## config.mk

```make
export PLATFORM = sky130hd
export DESIGN_NAME = ptr_agu
export DESIGN_NICKNAME = d
export VERILOG_FILES = /design/src/rtl/ptr_agu_pkg.sv /design/src/rtl/ptr_agu_mask_cfg.sv /design/src/rtl/ptr_agu_step.sv /design/src/rtl/ptr_agu_calc.sv /design/src/rtl/ptr_agu.sv
export SDC_FILE = /design/constraint.sdc
export NUM_CORES = 1
export LEC_CHECK = 0
export CAP_MARGIN = 20
export CORE_MARGIN = 10
export CORE_UTILIZATION = 42
export CTS_CLUSTER_DIAMETER = 30
export DETAILED_ROUTE_END_ITERATION = 12
export DONT_BUFFER_PORTS = 1
export RECOVER_POWER = 100
export SETUP_SLACK_MARGIN = 0.1
export SLEW_MARGIN = 20
export SYNTH_ARGS = -nofsm -noshare
export SYNTH_HDL_FRONTEND = slang
export SYNTH_SLANG_ARGS = --single-unit
```

## constraint.sdc

```tcl
create_clock -name clk -period 5.65 [get_ports clk]
set_input_delay 0 -clock clk [delete_from_list [all_inputs] [get_ports clk]]
set_output_delay 0 -clock clk [all_outputs]
set_load 0.02 [all_outputs]
```

## src/rtl/ptr_agu_pkg.sv

```systemverilog
// Shared encodings for the pointer address generator.
// Assumes the mode and size codes listed in the brief; unused codes are faults.
package ptr_agu_pkg;
    typedef enum logic [2:0] {
        AM_PLAIN   = 3'd0,
        AM_PREINC  = 3'd1,
        AM_POSTINC = 3'd2,
        AM_POSTDEC = 3'd3,
        AM_DISP    = 3'd4,
        AM_MEMIND  = 3'd5
    } amode_e;

    typedef enum logic [1:0] {
        OS_BYTE = 2'd0,
        OS_WORD = 2'd1,
        OS_LONG = 2'd2,
        OS_RSVD = 2'd3
    } osize_e;
endpackage

```

## src/rtl/ptr_agu_mask_cfg.sv

```systemverilog
// Captures the address mask while reset is held low.
// Assumes MAX_LOG2 < AW. An invalid size falls back to the largest memory;
// the narrow configuration forces a 16-bit mask.
module ptr_agu_mask_cfg #(
    parameter int AW       = 32,
    parameter int MAX_LOG2 = 24
) (
    input  logic          clk,
    input  logic          rst_n,
    input  logic [AW-1:0] cfg_size,
    input  logic          cfg_narrow,
    output logic [AW-1:0] mask_o
);
    localparam logic [AW-1:0] MAX_MASK    = AW'((64'd1 << MAX_LOG2) - 64'd1);
    localparam logic [AW-1:0] MAX_SIZE    = AW'(64'd1 << MAX_LOG2);
    localparam logic [AW-1:0] NARROW_MASK = AW'(17'h0FFFF);

    logic          size_ok;
    logic [AW-1:0] mask_d;

    // Validate the configured size: nonzero, one bit set, within range.
    always_comb begin
        size_ok = (cfg_size != '0) && ((cfg_size & (cfg_size - AW'(1))) == '0)
                  && (cfg_size <= MAX_SIZE);
    end

    // Choose the mask that reset will capture.
    always_comb begin
        if (cfg_narrow)   mask_d = NARROW_MASK;
        else if (size_ok) mask_d = cfg_size - AW'(1);
        else              mask_d = MAX_MASK;
    end

    // Load the mask only while reset is active; hold it afterwards.
    always_ff @(posedge clk) begin
        if (!rst_n) mask_o <= mask_d;
    end

    // a captured mask is always one less than a power of two.
    a_r9_mask_pow2: assert property (@(posedge clk) disable iff (!rst_n)
        $countones({1'b0, mask_o} + {{AW{1'b0}}, 1'b1}) == 1);
endmodule

```

## src/rtl/ptr_agu_step.sv

```systemverilog
// Maps the operand size code to the pointer step.
// Assumes size code 3 is reserved and reports it as not legal.
module ptr_agu_step #(
    parameter int AW = 32
) (
    input  logic [1:0]    size_i,
    output logic [AW-1:0] step_o,
    output logic          legal_o
);
    import ptr_agu_pkg::*;

    // Decode the size code into a byte count of 1, 2 or 4.
    always_comb begin
        legal_o = 1'b1;
        unique case (osize_e'(size_i))
            OS_BYTE: step_o = AW'(1);
            OS_WORD: step_o = AW'(2);
            OS_LONG: step_o = AW'(4);
            default: begin
                step_o  = '0;
                legal_o = 1'b0;
            end
        endcase
    end
endmodule

```

## src/rtl/ptr_agu_calc.sv

```systemverilog
// Combinational address and write-back computation for one request.
// Assumes the mask and step are supplied by the neighbouring modules.
module ptr_agu_calc #(
    parameter int AW = 32
) (
    input  logic [2:0]    mode_i,
    input  logic          rmw_second_i,
    input  logic [AW-1:0] reg_i,
    input  logic [AW-1:0] disp_i,
    input  logic [AW-1:0] mask_i,
    input  logic [AW-1:0] step_i,
    input  logic          size_legal_i,
    output logic [AW-1:0] addr_o,
    output logic          wb_en_o,
    output logic [AW-1:0] wb_data_o,
    output logic          fault_o
);
    import ptr_agu_pkg::*;

    logic [AW-1:0] masked_reg;
    logic [AW-1:0] pre_val;

    // Shared terms: the wrapped register and the pre-stepped pointer.
    always_comb begin
        masked_reg = reg_i & mask_i;
        pre_val    = (rmw_second_i ? reg_i : reg_i + step_i) & mask_i;
    end

    // Select the address and write-back per mode; anything else faults.
    always_comb begin
        addr_o    = '0;
        wb_en_o   = 1'b0;
        wb_data_o = '0;
        fault_o   = 1'b0;
        if (!size_legal_i) begin
            fault_o = 1'b1;
        end else begin
            case (mode_i)
                AM_PLAIN: addr_o = masked_reg;
                AM_PREINC: begin
                    addr_o    = pre_val;
                    wb_en_o   = 1'b1;
                    wb_data_o = pre_val;
                end
                AM_POSTINC: begin
                    addr_o    = masked_reg;
                    wb_en_o   = 1'b1;
                    wb_data_o = masked_reg + step_i;
                end
                AM_POSTDEC: begin
                    addr_o    = masked_reg;
                    wb_en_o   = 1'b1;
                    wb_data_o = masked_reg - step_i;
                end
                AM_DISP: addr_o = (reg_i + disp_i) & mask_i;
                default: fault_o = 1'b1;
            endcase
        end
    end
endmodule

```

## src/rtl/ptr_agu.sv

```systemverilog
// Register-indirect address generator top level.
// Registers one request per strobe; results are valid for one cycle after it.
// Assumes the configuration inputs are stable while reset is held.
module ptr_agu #(
    parameter int AW       = 32,
    parameter int MAX_LOG2 = 24
) (
    input  logic          clk,
    input  logic          rst_n,
    input  logic [AW-1:0] cfg_mem_size,
    input  logic          cfg_narrow,
    input  logic          in_valid,
    input  logic [2:0]    in_mode,
    input  logic [1:0]    in_size,
    input  logic          in_rmw_second,
    input  logic [AW-1:0] in_reg,
    input  logic [AW-1:0] in_disp,
    output logic          out_valid,
    output logic [AW-1:0] out_addr,
    output logic          out_wb_en,
    output logic [AW-1:0] out_wb_data,
    output logic          out_fault
);
    import ptr_agu_pkg::*;

    logic [AW-1:0] mask_q;
    logic [AW-1:0] step;
    logic          size_legal;
    logic [AW-1:0] c_addr;
    logic          c_wb_en;
    logic [AW-1:0] c_wb_data;
    logic          c_fault;

    ptr_agu_mask_cfg #(.AW(AW), .MAX_LOG2(MAX_LOG2)) u_mask (
        .clk        (clk),
        .rst_n      (rst_n),
        .cfg_size   (cfg_mem_size),
        .cfg_narrow (cfg_narrow),
        .mask_o     (mask_q)
    );

    ptr_agu_step #(.AW(AW)) u_step (
        .size_i  (in_size),
        .step_o  (step),
        .legal_o (size_legal)
    );

    ptr_agu_calc #(.AW(AW)) u_calc (
        .mode_i       (in_mode),
        .rmw_second_i (in_rmw_second),
        .reg_i        (in_reg),
        .disp_i       (in_disp),
        .mask_i       (mask_q),
        .step_i       (step),
        .size_legal_i (size_legal),
        .addr_o       (c_addr),
        .wb_en_o      (c_wb_en),
        .wb_data_o    (c_wb_data),
        .fault_o      (c_fault)
    );

    // Result register: load on a strobe, drop the pulse flags otherwise.
    always_ff @(posedge clk) begin
        if (!rst_n) begin
            out_valid   <= 1'b0;
            out_addr    <= '0;
            out_wb_en   <= 1'b0;
            out_wb_data <= '0;
            out_fault   <= 1'b0;
        end else begin
            out_valid <= in_valid;
            out_wb_en <= in_valid & c_wb_en;
            out_fault <= in_valid & c_fault;
            if (in_valid) begin
                out_addr    <= c_addr;
                out_wb_data <= c_wb_data;
            end
        end
    end

    // a faulting result never requests a register write.
    a_r7_fault_no_wb: assert property (@(posedge clk) disable iff (!rst_n)
        out_fault |-> (!out_wb_en && out_addr == '0));

    // every produced address lies inside the captured mask.
    a_r8_addr_within_mask: assert property (@(posedge clk) disable iff (!rst_n)
        out_valid |-> ((out_addr & ~mask_q) == '0));

    // a result pulse follows exactly one strobe.
    a_r11_valid_follows_strobe: assert property (@(posedge clk) disable iff (!rst_n)
        in_valid |=> out_valid);
    a_r11_no_result_without_strobe: assert property (@(posedge clk) disable iff (!rst_n)
        !in_valid |=> (!out_valid && !out_wb_en && !out_fault));

    // a post-increment result differs from its address by one legal step.
    a_r1_post_step: assert property (@(posedge clk) disable iff (!rst_n)
        (in_valid && in_mode == AM_POSTINC && size_legal) |=>
        ($countones(out_wb_data - out_addr) == 1 && (out_wb_data - out_addr) <= AW'(4)));
endmodule

```

==> flow_summary_export.csv <==
group,metric,value,unit
critical_path,crit_path_start,"in_mode[1]",
synthesis,syn_area_per_cell,7.97,um^2
routing,routed_wl,32.6,mm
cts,h-tree-depth,3,
critical_path,worstReg2RegEnd,"out_wb_data[28]$_SDFFE_PN0P_",
synthesis,synth_common_cells,"146 x nand2_1, 105 x ha_1, 86 x a21oi_1",
critical_path,crit_slowest_cell,"clkbuf_1",
synthesis,yosys.cell_types.count,72,
synthesis,netlist_area,0.00938,mm^2
cts,clock-root-buffer,"clkbuf_16",
critical_path,cp_data_arrival_time,4.47,ns
placement,gp_congestion,0.928,
layout,fin_nets,1423,
sta,layout_min_cycle_time,4.22,ns
sta,final_max_slew_viol_count,55,
placement,place_area,0.00963,mm^2
cts,numCtsBuffers,9,
critical_path,critPathRequiredTime,5.90,ns
cts,clock_latency,0.36,ns
critical_path,r2r_setup_slack,2.12,ns
synthesis,synth_async_sr_flop_share,0,%
layout,drive_above_1_share,3.21,%
run,drv_cap,2,
critical_path,cp_max_fo,25,
pwr,power.density,203,mW/mm^2
synthesis,syn_nets,1391,
layout,instances_no_fill,1494,
floorplanning,die_area,0.0287,mm^2
synthesis,synthFlopType,"dfxtp_1",
critical_path,cp_cell_sequence,"nor2b_1, a21o_1, clkbuf_1, ha_1, a21o_1, a31oi_1, a21oi_1, nor4_1, nand2_1, a221oi_1, nor4_1, or3_1",
run_status,failed_checks,"max-capacitance violations, max-slew violations",
floorplanning,die_w,169,um
synthesis,yosys-top-cells-area,"dfxtp_1 14%, ha_1 14%, edfxtp_1 10%",
global_routing,track_usage,22.2,%
cts,cts-resized-gates,0,
critical_path,setup.worst_path.end_class,"flop",
critical_path,worstRegToRegCells,12,
min_path,hold_class,"in -> reg",
global_routing,gr-total-overflow,0,
synthesis,syn-instance-count,1177,
global_routing,grt_max_degree,36,
synthesis,synth_edf_count,32,
synthesis,ys_warn_count,0,
floorplanning,initial_core_util,42.8,%
synthesis,yosysTopAreaCell,"dfxtp_1",
routing,drc,0,
cts,cts_max_path_buffers,2,
sta,tightestPinTransition,1.73,ns
synthesis,synth.top_cell.area_share,14.3,%
sta,max_freq,237,MHz
routing,post_drt_wl_per_cell,21.8,um
routing,detail-route-antenna-nets,0,
pwr,p_leak,4.11,nW
routing,num_vias,8958,
pwr,total_power,2.13,mW
placement,place_hpwl,25.7,mm
cts,cts_tree,"done",
routing,first_iter_violations,636,
global_routing,grt_pass1_wl,50.3,mm
pwr,vdd_drop_max,0.000135,V
layout,syn_to_final_growth,11.9,%
routing,drtPass1Iterations,5,
sta,final.setup.tns,0,ns
synthesis,seq_area_frac_synth,24.6,%
synthesis,synth_most_common_cell,"nand2_1",
placement,portBuffers,0,
sta,period_share,74.7,%
critical_path,critPathLaunchType,"input port",
placement,dpl.cell_count,1424,
global_routing,antenna_found_initial,0,
routing,viasPerCell,6.00,
cts,clkTransAtPathRegs,0.07,ns
sta,relSlewSlack,-15.6,%
min_path,whs_path_depth,4,
critical_path,slowest_delay,0.94,ns
critical_path,critical_path_class,"in -> reg",
floorplanning,die_y,169,um
cts,clock-sinks,99,
layout,design_area,0.0105,mm^2
synthesis,yosys_register_bits,99,
sta,hold_viol,0,
layout,antenna_cells,0,
layout,nFillCells,2179,
sta,skew,0.00832,ns
critical_path,reg2reg_from,"u_mask.mask_o[0]$_SDFFCE_PP1N_",
floorplanning,rows,54,
floorplanning,core_area,0.0219,mm^2
critical_path,crit_end,"out_wb_data[28]$_SDFFE_PN0P_",
global_routing,grt_pass1_vias,8567,
sta,rsz0062_at_grt,"no",
sta,setup_viol,0,
floorplanning,boundaryPins,173,
run_status,outcome,"complete, but fails checks",
==> state kept, by name, summed over array words and instances, names as in the netlist <==
signal and count:
out_addr 32, out_wb_data 32, u_mask.mask_o 32, out_fault 1
out_valid 1, out_wb_en 1
==> critical path, delay by kind of cell <==
kind                     cells  cell delay (ns)
adder cells (fa/ha/maj)      1             0.49
AND/OR/NAND/NOR              5             1.36
AO/OA/AOI/OAI                5             1.64
buffers and inverters        1             0.94
==> how the worst min path moves through the flow <==
stage | start | end | slack [ns]
finish | in_reg[16] | out_addr[17]$_SDFFE_PN0P_ | 0.01
floorplan | cfg_mem_size[0] | u_mask.mask_o[0]$_SDFFCE_PP1N_ | 0.14
global route | in_mode[2] | out_addr[13]$_SDFFE_PN0P_ | 0.02
detailed placement | cfg_mem_size[0] | u_mask.mask_o[0]$_SDFFCE_PP1N_ | 0.14
CTS | in_reg[2] | out_addr[2]$_SDFFE_PN0P_ | 0.003
global placement | cfg_mem_size[0] | u_mask.mask_o[0]$_SDFFCE_PP1N_ | 0.14
==> metal layers <==
layer,track usage (%),part of all wire [%]
met4,8.59,3.6
met2,32.4,42
met5,0,0
met3,5.23,9.3
met1,30.8,45
==> final cells by class <==
cell class | count | area, um^2 | area share [%]
Multi-Input combinational cell | 999 | 6740 | 64.2
Sequential cell | 99 | 2300 | 21.9
Timing Repair Buffer | 64 | 593 | 5.65
Tap cell | 280 | 350 | 3.34
Clock buffer | 13 | 282 | 2.68
Inverter | 36 | 135 | 1.29
Clock inverter | 3 | 90.1 | 0.859
==> per-stage QoR <==
stage | hold WS [ns] | utilization [%] | setup slack (ns)
after floorplan | 0.137 | - | 2.32
after global placement | 0.139 | 44.0 | 1.70
after detailed placement | 0.145 | 44.0 | 1.59
after CTS | 0.00287 | 48.2 | 1.97
after global routing | 0.0219 | 47.9 | 1.04
final | 0.00984 | 47.9 | 1.43
==> cells in the final DEF, fill, tap and decap left out, types with 42 or more instances in the layout <==
master,n
xor2_1,43
a21oi_1,86
ha_1,105
nand3_1,47
dlygate4sd3_1,54
dfxtp_1,67
o21ai_0,75
nor2_1,72
nand2_1,146
xnor2_1,42
==> logic make-up after synthesis <==
| group | Yosys count | synth area share [%] |
|---|---|---|
| AO/OA/AOI/OAI | 330 | 23.3 |
| XOR/XNOR | 85 | 7.94 |
| adder cells (fa/ha/maj) | 108 | 14.7 |
| buffers and inverters | 79 | 3.38 |
| flip-flops | 99 | 24.6 |
| multiplexers | 8 | 0.894 |
| AND/OR/NAND/NOR | 468 | 25.3 |
==> where the power goes <==
| part | switching (mW) | internal [mW] |
|---|---|---|
| clock | 0.290 | 0.485 |
| sequential | 0.0435 | 0.758 |
| combinational | 0.321 | 0.235 |
| total | 0.654 | 1.48 |
==> timing repair <==
item,4_1_cts,5_1_grt
hold buffers,54,0
endpoints found under the hold margin,62,0
setup buffers,0,0
Power figures use the tool's default switching activity.
